File: src/rtl/osc_trim_pkg.sv
package osc_trim_pkg;

   typedef enum logic [1:0] {
      ST_IDLE  = 2'd0,
      ST_MEAS  = 2'd1,
      ST_FAULT = 2'd2
   } trim_state_e;

endpackage

File: src/rtl/trim_window_meter.sv
module trim_window_meter #(
   parameter int WINDOW_TICKS = 218,
   parameter int COUNT_W      = 16,
   parameter int TIMEOUT      = 4096
) (
   input  logic               clk,
   input  logic               rst_n,
   input  logic               run,
   input  logic               ref_tick,
   output logic               win_end,
   output logic [COUNT_W-1:0] win_count,
   output logic               stall
);

   localparam int TW = $clog2(WINDOW_TICKS + 1);
   localparam logic [TW-1:0]      LAST_TICK = TW'(WINDOW_TICKS - 1);
   localparam logic [COUNT_W-1:0] CNT_MAX   = '1;

   logic [COUNT_W-1:0] cyc_q;
   logic [TW-1:0]      tick_q;

   // count includes the current cycle; saturates instead of wrapping
   assign win_count = (cyc_q == CNT_MAX) ? CNT_MAX : cyc_q + 1'b1;
   assign win_end   = run && ref_tick && (tick_q == LAST_TICK);

   always_ff @(posedge clk or negedge rst_n) begin
      if (!rst_n) begin
         cyc_q  <= '0;
         tick_q <= '0;
      end else if (!run || win_end) begin
         cyc_q  <= '0;
         tick_q <= '0;
      end else begin
         cyc_q <= win_count;
         if (ref_tick) tick_q <= tick_q + 1'b1;
      end
   end

   generate
      if (TIMEOUT > 0) begin : g_watch
         localparam int SW = $clog2(TIMEOUT + 1);
         logic [SW-1:0] quiet_q;

         always_ff @(posedge clk or negedge rst_n) begin
            if (!rst_n)                quiet_q <= '0;
            else if (!run || ref_tick) quiet_q <= '0;
            else                       quiet_q <= quiet_q + 1'b1;
         end

         assign stall = run && !ref_tick && (quiet_q == SW'(TIMEOUT - 1));

         // the silence counter never runs past the limit
         p_quiet_bound_r8: assert property (@(posedge clk) disable iff (!rst_n)
            run |-> (quiet_q < SW'(TIMEOUT)));
      end else begin : g_nowatch
         assign stall = 1'b0;
      end
   endgenerate

   // a window never holds more ticks than its length
   p_tick_bound_r3: assert property (@(posedge clk) disable iff (!rst_n)
      run |-> (tick_q <= LAST_TICK));

   // after a window closes the tick tally restarts from zero
   p_window_restart_r3: assert property (@(posedge clk) disable iff (!rst_n)
      win_end |=> (tick_q == '0 && cyc_q == '0));

endmodule

File: src/rtl/trim_sar_ctrl.sv
module trim_sar_ctrl
   import osc_trim_pkg::*;
#(
   parameter int TRIM_W = 7
) (
   input  logic              clk,
   input  logic              rst_n,
   input  logic              start,
   input  logic              win_end,
   input  logic              too_high,
   input  logic              stall,
   output logic [TRIM_W-1:0] trim,
   output logic              busy,
   output logic              done,
   output logic              fault
);

   localparam logic [TRIM_W-1:0] TOP_BIT = TRIM_W'(1) << (TRIM_W - 1);

   trim_state_e       state_q;
   logic [TRIM_W-1:0] mask_q;
   logic [TRIM_W-1:0] value_q;
   logic [TRIM_W-1:0] kept;
   logic [TRIM_W-1:0] next_mask;
   logic              done_q;

   always_comb begin
      kept      = too_high ? (value_q & ~mask_q) : value_q;
      next_mask = mask_q >> 1;
   end

   always_ff @(posedge clk or negedge rst_n) begin
      if (!rst_n) begin
         state_q <= ST_IDLE;
         mask_q  <= '0;
         value_q <= '0;
         done_q  <= 1'b0;
      end else begin
         done_q <= 1'b0;
         case (state_q)
            ST_IDLE, ST_FAULT: begin
               if (start) begin
                  state_q <= ST_MEAS;
                  mask_q  <= TOP_BIT;
                  value_q <= TOP_BIT;
               end
            end
            ST_MEAS: begin
               if (win_end) begin
                  if (next_mask == '0) begin
                     value_q <= kept;
                     mask_q  <= '0;
                     state_q <= ST_IDLE;
                     done_q  <= 1'b1;
                  end else begin
                     value_q <= kept | next_mask;
                     mask_q  <= next_mask;
                  end
               end else if (stall) begin
                  state_q <= ST_FAULT;
               end
            end
            default: state_q <= ST_IDLE;
         endcase
      end
   end

   assign trim  = value_q;
   assign busy  = (state_q == ST_MEAS);
   assign done  = done_q;
   assign fault = (state_q == ST_FAULT);

   // at most one trial bit is in flight
   p_mask_onehot_r3: assert property (@(posedge clk) disable iff (!rst_n)
      $onehot0(mask_q));

   // a fast window removes the bit under test
   p_clear_on_high_r4: assert property (@(posedge clk) disable iff (!rst_n)
      (busy && win_end && too_high) |=> ((value_q & $past(mask_q)) == '0));

   // a slow window keeps the bit under test
   p_keep_on_low_r4: assert property (@(posedge clk) disable iff (!rst_n)
      (busy && win_end && !too_high) |=> ((value_q & $past(mask_q)) != '0));

   // completion is a single-cycle pulse outside the busy phase
   p_done_single_r5: assert property (@(posedge clk) disable iff (!rst_n)
      done |=> !done);
   p_done_not_busy_r5: assert property (@(posedge clk) disable iff (!rst_n)
      done |-> !busy);

   // when idle or faulted and not restarted, the trim word holds
   p_trim_hold_r6: assert property (@(posedge clk) disable iff (!rst_n)
      (!busy && !start) |=> $stable(trim));

   // a start during a window does not end the search
   p_start_ignored_r7: assert property (@(posedge clk) disable iff (!rst_n)
      (busy && start && !win_end && !stall) |=> (busy && $stable(trim)));

   // the fault state persists until restarted
   p_fault_hold_r8: assert property (@(posedge clk) disable iff (!rst_n)
      (fault && !start) |=> (fault && !done));

endmodule

File: src/rtl/osc_sar_trimmer.sv
module osc_sar_trimmer #(
   parameter int TRIM_W       = 7,
   parameter int WINDOW_TICKS = 218,
   parameter int COUNT_W      = 16,
   parameter int CMP_SHIFT    = 8,
   parameter int THRESH       = 26,
   parameter int TIMEOUT      = 4096
) (
   input  logic              clk,
   input  logic              rst_n,
   input  logic              start_i,
   input  logic              ref_tick_i,
   output logic [TRIM_W-1:0] trim_o,
   output logic              busy_o,
   output logic              done_o,
   output logic              error_o
);

   // full-width limit equivalent to comparing only the upper count bits
   localparam logic [COUNT_W:0] LIMIT = (COUNT_W + 1)'(THRESH) << CMP_SHIFT;

   initial begin
      assert (TRIM_W >= 1) else $error("TRIM_W must be at least 1");
      assert (WINDOW_TICKS >= 1) else $error("WINDOW_TICKS must be at least 1");
      assert (CMP_SHIFT < COUNT_W) else $error("CMP_SHIFT must be below COUNT_W");
      assert (THRESH > 0 && THRESH < (1 << (COUNT_W - CMP_SHIFT)))
         else $error("THRESH does not fit the compared count bits");
      assert (TIMEOUT >= 0) else $error("TIMEOUT must not be negative");
   end

   logic               win_end;
   logic [COUNT_W-1:0] win_count;
   logic               stall;
   logic               too_high;
   logic               busy;

   trim_window_meter #(
      .WINDOW_TICKS (WINDOW_TICKS),
      .COUNT_W      (COUNT_W),
      .TIMEOUT      (TIMEOUT)
   ) u_meter (
      .clk       (clk),
      .rst_n     (rst_n),
      .run       (busy),
      .ref_tick  (ref_tick_i),
      .win_end   (win_end),
      .win_count (win_count),
      .stall     (stall)
   );

   assign too_high = ({1'b0, win_count} >= LIMIT);

   trim_sar_ctrl #(
      .TRIM_W (TRIM_W)
   ) u_ctrl (
      .clk      (clk),
      .rst_n    (rst_n),
      .start    (start_i),
      .win_end  (win_end),
      .too_high (too_high),
      .stall    (stall),
      .trim     (trim_o),
      .busy     (busy),
      .done     (done_o),
      .fault    (error_o)
   );

   assign busy_o = busy;

   // an error never coincides with completion or activity
   p_error_quiet_r8: assert property (@(posedge clk) disable iff (!rst_n)
      error_o |-> (!done_o && !busy_o));

   // an accepted start opens a window on the next cycle
   p_start_opens_r2: assert property (@(posedge clk) disable iff (!rst_n)
      (start_i && !busy_o) |=> busy_o);

endmodule

File: config.mk
export PLATFORM = sky130hd
export DESIGN_NAME = osc_sar_trimmer
export DESIGN_NICKNAME = d
export VERILOG_FILES = /design/src/rtl/osc_trim_pkg.sv /design/src/rtl/trim_window_meter.sv /design/src/rtl/trim_sar_ctrl.sv /design/src/rtl/osc_sar_trimmer.sv
export SDC_FILE = /design/constraint.sdc
export NUM_CORES = 1
export LEC_CHECK = 0
export BUFFER_PORTS_ARGS = -buffer_cell sky130_fd_sc_hd__buf_2
export CORE_ASPECT_RATIO = 1.25
export CORE_MARGIN = 2
export CORE_UTILIZATION = 65
export CTS_CLUSTER_DIAMETER = 100
export CTS_CLUSTER_SIZE = 20
export DETAILED_ROUTE_END_ITERATION = 10
export GPL_TIMING_DRIVEN = 0
export PLACE_DENSITY = 0.88
export SETUP_SLACK_MARGIN = 0.05
export SYNTH_ARGS = -nofsm -noshare
export SYNTH_HDL_FRONTEND = slang
export SYNTH_SLANG_ARGS = --single-unit
File: constraint.sdc
create_clock -name clk -period 3.3 [get_ports clk]
set_clock_uncertainty 0.1 [all_clocks]
set_input_delay 0.165 -clock clk [delete_from_list [all_inputs] [get_ports clk]]
set_output_delay 0.165 -clock clk [all_outputs]
set_load 0.01 [all_outputs]
==> out/metrics.yaml, run 1 <==
synthesis:
  synthArstFlopShare: 1.00
  synth-compound-area-share: 0.113
  synth_seq_cells: 54
  yosys-top-cells-count: "54 x dfrtp_1, 44 x nor2_1, 34 x nand2_1, 19 x xor2_1"
  synth_flop_cell: "dfrtp_1"
  synth_xor_area_frac: 0.0847
  synth_fp_nets: 301
  synth_top_area_frac: 0.484
  synth_top_family_by_area: "simple AND/OR/NAND/NOR gates"
  synth_edf_count: 0
  synthCells: 293
  synth.most_common_cell: "dfrtp_1"
  yosys.area_share.simple: 0.234
  synthAdderAreaFrac: 0.0179
  synth_area_leaders: "dfrtp_1 48%, xor2_1 6.0%, nor2_1 5.9%"
  synthMuxAreaShare: 0.0350
  yosysSeqAreaShare: 0.484
  synth_area_um2: 2790
  yosysWarnings: 0
  avgSynthCellArea_um2: 9.53
  yosys.area.top_type: "dfrtp_1"
  ys_types: 42
power:
  power-per-cell-area_nw_per_um2: 490
  irDropWorstVdd_mv: 0.475
  p_clk_frac: 0.290
  pwr-share-seq: 0.543
  netSwitchingFraction: 0.282
  p_leak_nw: 1.35
  p_int_mw: 1.07
  p_comb_frac: 0.167
  power.switching_uw: 419
cts:
  cts_tree: "yes"
  insertion_delay_ns: 0.31
  cts_hold_buf: 0
  post_cts_buffers: 0
  cts_sinks: 54
  cts_root_buffer: "clkbuf_8"
  cts.clk_slew.worst_paths_ns: 0.09
  cts_max_path_buffers: 2
  cts_max_level: 2
  numCtsBuffers: 5
  ctsResizeCount: 0
routing:
  drc: 0
  top_layer: "met4"
  via_per_inst: 5.67
  wl_met3_um: 166
  drtIter0Drc: 89
  wl_met2_um: 2610
  drt-met1-wl_um: 2180
  vias: 2097
  dr.pass1.iters: 4
  wl_per_cell_um: 13.6
  drtAntennaViolNets: 0
  wirelength_um: 5030
place:
  routabilityCongestion: 0.807
  dpl.hpwl_um: 3550
  dp.cells: 362
  io_buffer_count: 13
  post_dp_cell_area_um2: 2930
  place_ws_ns: 1.25
floorplanning:
  rows: 26
  fp.dieW_um: 62.6
  start_util: 0.681
  io_pins: 14
  die_h_um: 77.3
  die-area_um2: 4840
  core_area_um2: 4100
cells_and_area:
  fin_cells: 370
  postLayoutCoreUtil: 0.741
  antenna_cells: 0
  fin_area_um2: 3040
  drive_gt1_frac: 0.134
  synthToLayoutAreaGrowth_pct: 8.79
  layout.nets: 321
worst_setup_path:
  crit_fanout: 10
  reg2reg_to: "u_ctrl.trim[3]$_DFFE_PN0P_"
  start_kind: "register"
  cp_cell_sequence: "nand2b_1, clkbuf_1, nor2_4, buf_2, nor2_1, o21ai_0, o211ai_1"
  worstReg2RegStart: "u_ctrl.state_q[0]$_DFFE_PN0P_"
  worstPathRequired_ns: 3.43
  slowest_delay_ns: 0.46
  cp-startpoint: "u_ctrl.state_q[0]$_DFFE_PN0P_"
  cp_slowest_cell: "dfrtp_1"
  crit_cells: 7
  critPathTopFamily: "buffers and inverters"
  end_kind: "register"
  cp-endpoint: "u_ctrl.trim[3]$_DFFE_PN0P_"
  worstSetupPathType: "register to register"
  reg2reg_slack_ns: 1.23
  worst_ep_arrival_time_ns: 2.21
  r2r_cells: 7
  crit_buf_inv: 2
status:
  violations: "negative hold slack"
  status: "finished with violations"
global_routing:
  grt-ovfl-total: 0
  track_usage: 0.235
  grt_pass1_wl_um: 9030
  grt_antenna_before_repair: 0
  grt_max_degree: 55
  grt_pass1_vias: 2137
worst_hold_path:
  min_path_type: "primary input to asynchronous set/reset pin"
sta:
  slew_headroom: 0.230
  setup_tns_ns: 0
  final_max_slew_viol_count: 0
  holdWs_ns: -0.0134
  layout_min_cycle_time_ns: 2.07
  tightest_slew_ns: 1.16
  rsz0062_at_grt: "false"
  finalSetupViolCount: 0
  max_freq_mhz: 482
  post-route-period-util: 0.628
  hold_viol: 29
  worst_slack_ns: 1.23
run:
  maxCapViolCount: 0
[routing by layer]
| layer | track usage | vias up |
|---|---|---|
| met1 | 0.280 | 1009 |
| met4 | 0.0800 | 0 |
| met2 | 0.420 | 39 |
| met5 | 0 | - |
| met3 | 0.0484 | 8 |
| li1 | - | 1041 |
[metrics by stage]
step / total power [mW] / hold WS, ns
after floorplan: 0.994 / -0.231
after global placement: 1.05 / 0.361
after detailed placement: 1.07 / 0.361
after CTS: 1.50 / 0.0145
after global routing: 1.58 / 0.0653
final: 1.49 / -0.0134
[power by group through the flow]
stage          clock network, mW  logic (mW)  registers [mW]
2_1_floorplan                  0       0.194           0.800
3_3_place_gp                   0       0.239           0.814
3_5_place_dp                   0       0.251           0.819
4_1_cts                    0.444       0.253           0.806
5_1_grt                    0.473       0.292           0.817
6_report                   0.432       0.248           0.807
[area by class of cell]
cell class	count	area [µm²]
plain buffers	13	63.8
clock inverters	2	37.5
repair buffers	13	65.1
flip-flops and latches	54	1350
well taps	56	70.1
multi-input cells	220	1350
inverters	6	22.5
clock buffers	6	72.6
fillers	303	1060
[worst min-delay path by stage]
| stage | endpoint | slack, ns | depth (start not counted) |
|---|---|---|---|
| 3_3_place_gp | u_meter.cyc_q[0]$_DFF_PN0_ | 0.36 | 1 |
| 4_1_cts | u_meter.cyc_q[9]$_DFF_PN0_ | 0.01 | 1 |
| 2_1_floorplan | u_ctrl.done$_DFF_PN0_ | -0.23 | 0 |
| 5_1_grt | u_ctrl.mask_q[5]$_DFFE_PN0P_ | 0.07 | 2 |
| 3_5_place_dp | u_meter.cyc_q[4]$_DFF_PN0_ | 0.36 | 1 |
| 6_report | u_meter.tick_q[3]$_DFFE_PN0P_ | -0.01 | 1 |
[state kept, by name (all words and copies together), names as in the netlist]
| name | count |
|---|---|
| u_meter.tick_q | 8 |
| u_ctrl.done | 1 |
| u_ctrl.trim | 7 |
| u_meter.g_watch.quiet_q | 13 |
| u_meter.cyc_q | 16 |
| u_ctrl.mask_q | 7 |
| u_ctrl.state_q | 2 |
[cells in the final DEF, fill, tap and decap left out, types with 5 or more instances in the layout]
cell type  instances
a21oi_1           17
and3_1             6
buf_2             16
clkbuf_1           9
clkbuf_8           5
dfrtp_1           54
inv_1              6
mux2_2             6
nand2_1           34
nand2b_1           8
nand3_1           11
nand4_1            6
nor2_1            44
nor3_1             5
o211ai_1           7
o21ai_0           17
xnor2_1            8
xor2_1            19
[kinds of logic after synthesis]
| kind of cell | after synthesis |
|---|---|
| AO/OA/AOI/OAI | 49 |
| XOR/XNOR | 27 |
| adder cells (fa/ha/maj) | 4 |
| buffers and inverters | 19 |
| flip-flops | 54 |
| multiplexers | 9 |
| AND/OR/NAND/NOR | 131 |
No activity file was read; power rests on OpenSTA's default activity.
==> run 2, diff against run 1 <==
--- a/config.mk
+++ b/config.mk
@@ -5,15 +5,16 @@
 export SDC_FILE = /design/constraint.sdc
 export NUM_CORES = 1
 export LEC_CHECK = 0
+export ABC_AREA = 1
 export BUFFER_PORTS_ARGS = -buffer_cell sky130_fd_sc_hd__buf_2
 export CORE_ASPECT_RATIO = 1.25
 export CORE_MARGIN = 2
-export CORE_UTILIZATION = 65
+export CORE_UTILIZATION = 55
 export CTS_CLUSTER_DIAMETER = 100
 export CTS_CLUSTER_SIZE = 20
 export DETAILED_ROUTE_END_ITERATION = 10
 export GPL_TIMING_DRIVEN = 0
-export PLACE_DENSITY = 0.88
+export PLACE_DENSITY = 0.8
 export SETUP_SLACK_MARGIN = 0.05
 export SYNTH_ARGS = -nofsm -noshare
 export SYNTH_HDL_FRONTEND = slang
==> constraint.sdc (replaced) <==
create_clock -name clk -period 1.8 [get_ports clk]
set_clock_uncertainty 0.1 [all_clocks]
set_input_delay 0.09 -clock clk [delete_from_list [all_inputs] [get_ports clk]]
set_output_delay 0.09 -clock clk [all_outputs]
set_load 0.01 [all_outputs]
==> run 2 against run 1 <==
  * The run ends with negative setup slack left
  * Global-route usage grew 1.5 points
  * Utilization shrank 0.80 points
  * Sequential power is 100% higher
  * Sequential share of layout area shrank 7.8 points
  * Largest cell class unchanged
==> out/metrics.yaml, run 2 <==
synthesis:
  synth.most_common_cell: "inv_1"
  ys_types: 29  # -31%
  yosysSeqAreaShare: 0.472  # -0.0125
  avgSynthCellArea_um2: 8.19  # -14%
  synth_area_um2: 2870  # +2.6%
  yosysWarnings: 0  # unchanged
  yosys-top-cells-count: "55 x inv_1, 54 x dfrtp_1, 51 x nand2_1, 43 x nor2_1, 37 x a21oi_1"
  synthCells: 350  # +19%
  synth_area_leaders: "dfrtp_1 47%, inv_1 7.2%, nand2_1 6.7%"
  synth_top_area_frac: 0.472  # -0.0125
  synthArstFlopShare: 1.00  # unchanged
  synth_fp_nets: 358  # +19%
  synth_edf_count: 0  # unchanged
  synth_flop_cell: "dfrtp_1"
  yosys.area.top_type: "dfrtp_1"
  synth_seq_cells: 54  # unchanged
worst_setup_path:
  reg2reg_slack_ns: -0.01  # -1.24 ns
  critPathTopFamily: "simple AND/OR/NAND/NOR gates"
  end_kind: "register"
  worst_ep_arrival_time_ns: 1.95  # -0.26 ns
  worstReg2RegStart: "u_meter.cyc_q[0]$_DFF_PN0_"
  cp_cell_sequence: "ha_4, nand3_4, nor2_4, nand3_2, nand2_2, nand2_2, nor2_4, nand2_4, o21bai_1, nand2_1, a21oi_2"
  worstSetupPathType: "register to register"
  start_kind: "register"
  cp-endpoint: "u_ctrl.trim[1]$_DFFE_PN0P_"
  crit_buf_inv: 0  # -2
  worstPathRequired_ns: 1.93  # -1.50 ns
  crit_cells: 11  # +4
  cp_slowest_cell: "dfrtp_1"
  r2r_cells: 11  # +4
  reg2reg_to: "u_ctrl.trim[1]$_DFFE_PN0P_"
  crit_fanout: 7  # -3
  cp-startpoint: "u_meter.cyc_q[0]$_DFF_PN0_"
  slowest_delay_ns: 0.44  # -0.02 ns
floorplanning:
  core_area_um2: 5040  # +23%
  rows: 29  # +12%
  io_pins: 14  # unchanged
  die-area_um2: 5810  # +20%
  start_util: 0.568  # -0.113
  fp.dieW_um: 68.6  # +9.5%
  die_h_um: 84.7  # +9.6%
cts:
  insertion_delay_ns: 0.30  # about the same
  numCtsBuffers: 5  # unchanged
  cts.clk_slew.worst_paths_ns: 0.09  # about the same
  cts_root_buffer: "clkbuf_8"
  cts_max_path_buffers: 2  # unchanged
  cts_max_level: 2  # unchanged
  cts_tree: "yes"
  cts_sinks: 54  # unchanged
global_routing:
  track_usage: 0.250  # +0.0147
  grt-ovfl-total: 0  # unchanged
  grt_antenna_before_repair: 0  # unchanged
  grt_pass1_vias: 2509  # +17%
  grt_pass1_wl_um: 11000  # +22%
  grt_max_degree: 55  # unchanged
place:
  routabilityCongestion: 0.813  # +0.76%
  dp.cells: 425  # +17%
  post_dp_cell_area_um2: 3010  # +2.8%
  dpl.hpwl_um: 3900  # +9.9%
  io_buffer_count: 13  # unchanged
sta:
  finalSetupViolCount: 1  # +1
  max_freq_mhz: 551  # +14%
  tightest_slew_ns: 0.762  # -0.394 ns
  layout_min_cycle_time_ns: 1.81  # -0.259 ns
  final_max_slew_viol_count: 0  # unchanged
  holdWs_ns: 0.0137  # +0.0271 ns
  worst_slack_ns: -0.0143  # -1.24 ns
  post-route-period-util: 1.01  # +0.380
  slew_headroom: 0.492  # +0.263
  rsz0062_at_grt: "true"
  hold_viol: 0  # -100%
status:
  status: "finished with violations"
  violations: "negative setup slack"
cells_and_area:
  fin_cells: 468  # +26%
  reg_top3: "u_meter.cyc_q x16, u_meter.g_watch.quiet_q x13, u_meter.tick_q x8"
  drive_gt1_frac: 0.325  # +0.191
  largest-register: "u_meter.cyc_q"
  fin_area_um2: 3700  # +22%
  antenna_cells: 0  # unchanged
  final_common_cell: "inv_1"
  layout.nets: 415  # +29%
  synthToLayoutAreaGrowth_pct: 29.0
  final_cell_mix: "52 x inv_1, 51 x dfrtp_1, 40 x nand2_1, 36 x nor2_1, 30 x buf_4"
  largest_reg_flops: 16  # unchanged
  postLayoutCoreUtil: 0.733  # -0.00802
routing:
  vias: 2633  # +26%
  wl_per_cell_um: 15.6  # +15%
  drtIter0Drc: 120  # +35%
  via_per_inst: 5.63  # -0.73%
  drc: 0  # unchanged
  dr.pass1.iters: 4  # unchanged
  wirelength_um: 7300  # +45%
  drtAntennaViolNets: 0  # unchanged
worst_hold_path:
  min_path_cells: 4
  min_from: "start_i"
  min_path_type: "primary input to register"
power:
  power-per-cell-area_nw_per_um2: 921  # +88%
  power_mw: 3.41  # +130%
  p_leak_nw: 1.74  # +29%
  irDropWorstVdd_mv: 0.697  # +47%
run:
  maxCapViolCount: 0  # unchanged
==> run 2: cell count changes after synthesis, moves of 7 or more <==
cell / previous run / this run
nor2_2: 0 / 7
a21oi_1: 17 / 37
xor2_1: 19 / 3
inv_1: 6 / 55
nand2b_1: 8 / 0
nand2_1: 34 / 51
==> run 2: worst min-delay path by stage <==
stage / to / slack, ns
2_1_floorplan: u_ctrl.done$_DFF_PN0_ / -0.31
3_3_place_gp: u_meter.tick_q[0]$_DFFE_PN0P_ / 0.27
3_5_place_dp: u_ctrl.trim[6]$_DFFE_PN0P_ / 0.27
4_1_cts: u_ctrl.state_q[1]$_DFFE_PN0P_ / 0.03
5_1_grt: u_ctrl.state_q[1]$_DFFE_PN0P_ / 0.03
6_report: u_ctrl.state_q[1]$_DFFE_PN0P_ / 0.01
==> run 2: metal layers <==
metal  GRT usage  vias up  routed length, µm
met5           0        -                  0
li1            -     1242                  -
met3      0.0389       27                205
met4       0.115        0                298
met2       0.419       72               3930
met1       0.307     1292               2870
==> run 2: tightest hold or removal path: stages <==
cell and delay (ns):
buf_2 0.10, o21ai_1 0.07, o22ai_2 0.08, inv_1 0.05
==> run 2: timing repair <==
item                                    CTS  global route
endpoints found under the hold margin    59             0
endpoints found under the setup margin   35            43
setup buffers                            24             9
resized for setup                        35            42
pin swaps                                26            15
hold buffers                              3             0
cloned                                    1             0
==> run 2: area by class of cell <==
cell class | instances | area [µm²]
buffer | 4 | 45.0
clock buffer | 6 | 82.6
fill | 339 | 1350
inverter | 55 | 209
multi-input combinational | 236 | 1530
sequential | 54 | 1360
tap | 62 | 77.6
timing repair buffer | 51 | 398
==> run 2: logic make-up after synthesis <==
group / count (synthesis) / synth area share
buffers and inverters: 60 / 0.0860
AND/OR/NAND/NOR: 153 / 0.257
XOR/XNOR: 10 / 0.0306
adder cells (fa/ha/maj): 4 / 0.0175
flip-flops: 54 / 0.472
AO/OA/AOI/OAI: 69 / 0.137
==> run 2: power by group <==
group | total (mW) | switching (mW) | internal (mW)
Clock | 0.663 | 0.365 | 0.298
Sequential | 1.64 | 0.223 | 1.42
Combinational | 1.10 | 0.579 | 0.520
==> run 2: metrics by stage <==
step,setup TNS [ns],worst slack (ns)
4_1_cts,-0.00267,-0.00137
6_report,-0.0143,-0.0143
2_1_floorplan,0,0.0698
5_1_grt,-0.521,-0.101
3_3_place_gp,-1.82,-0.164
3_5_place_dp,-2.85,-0.202
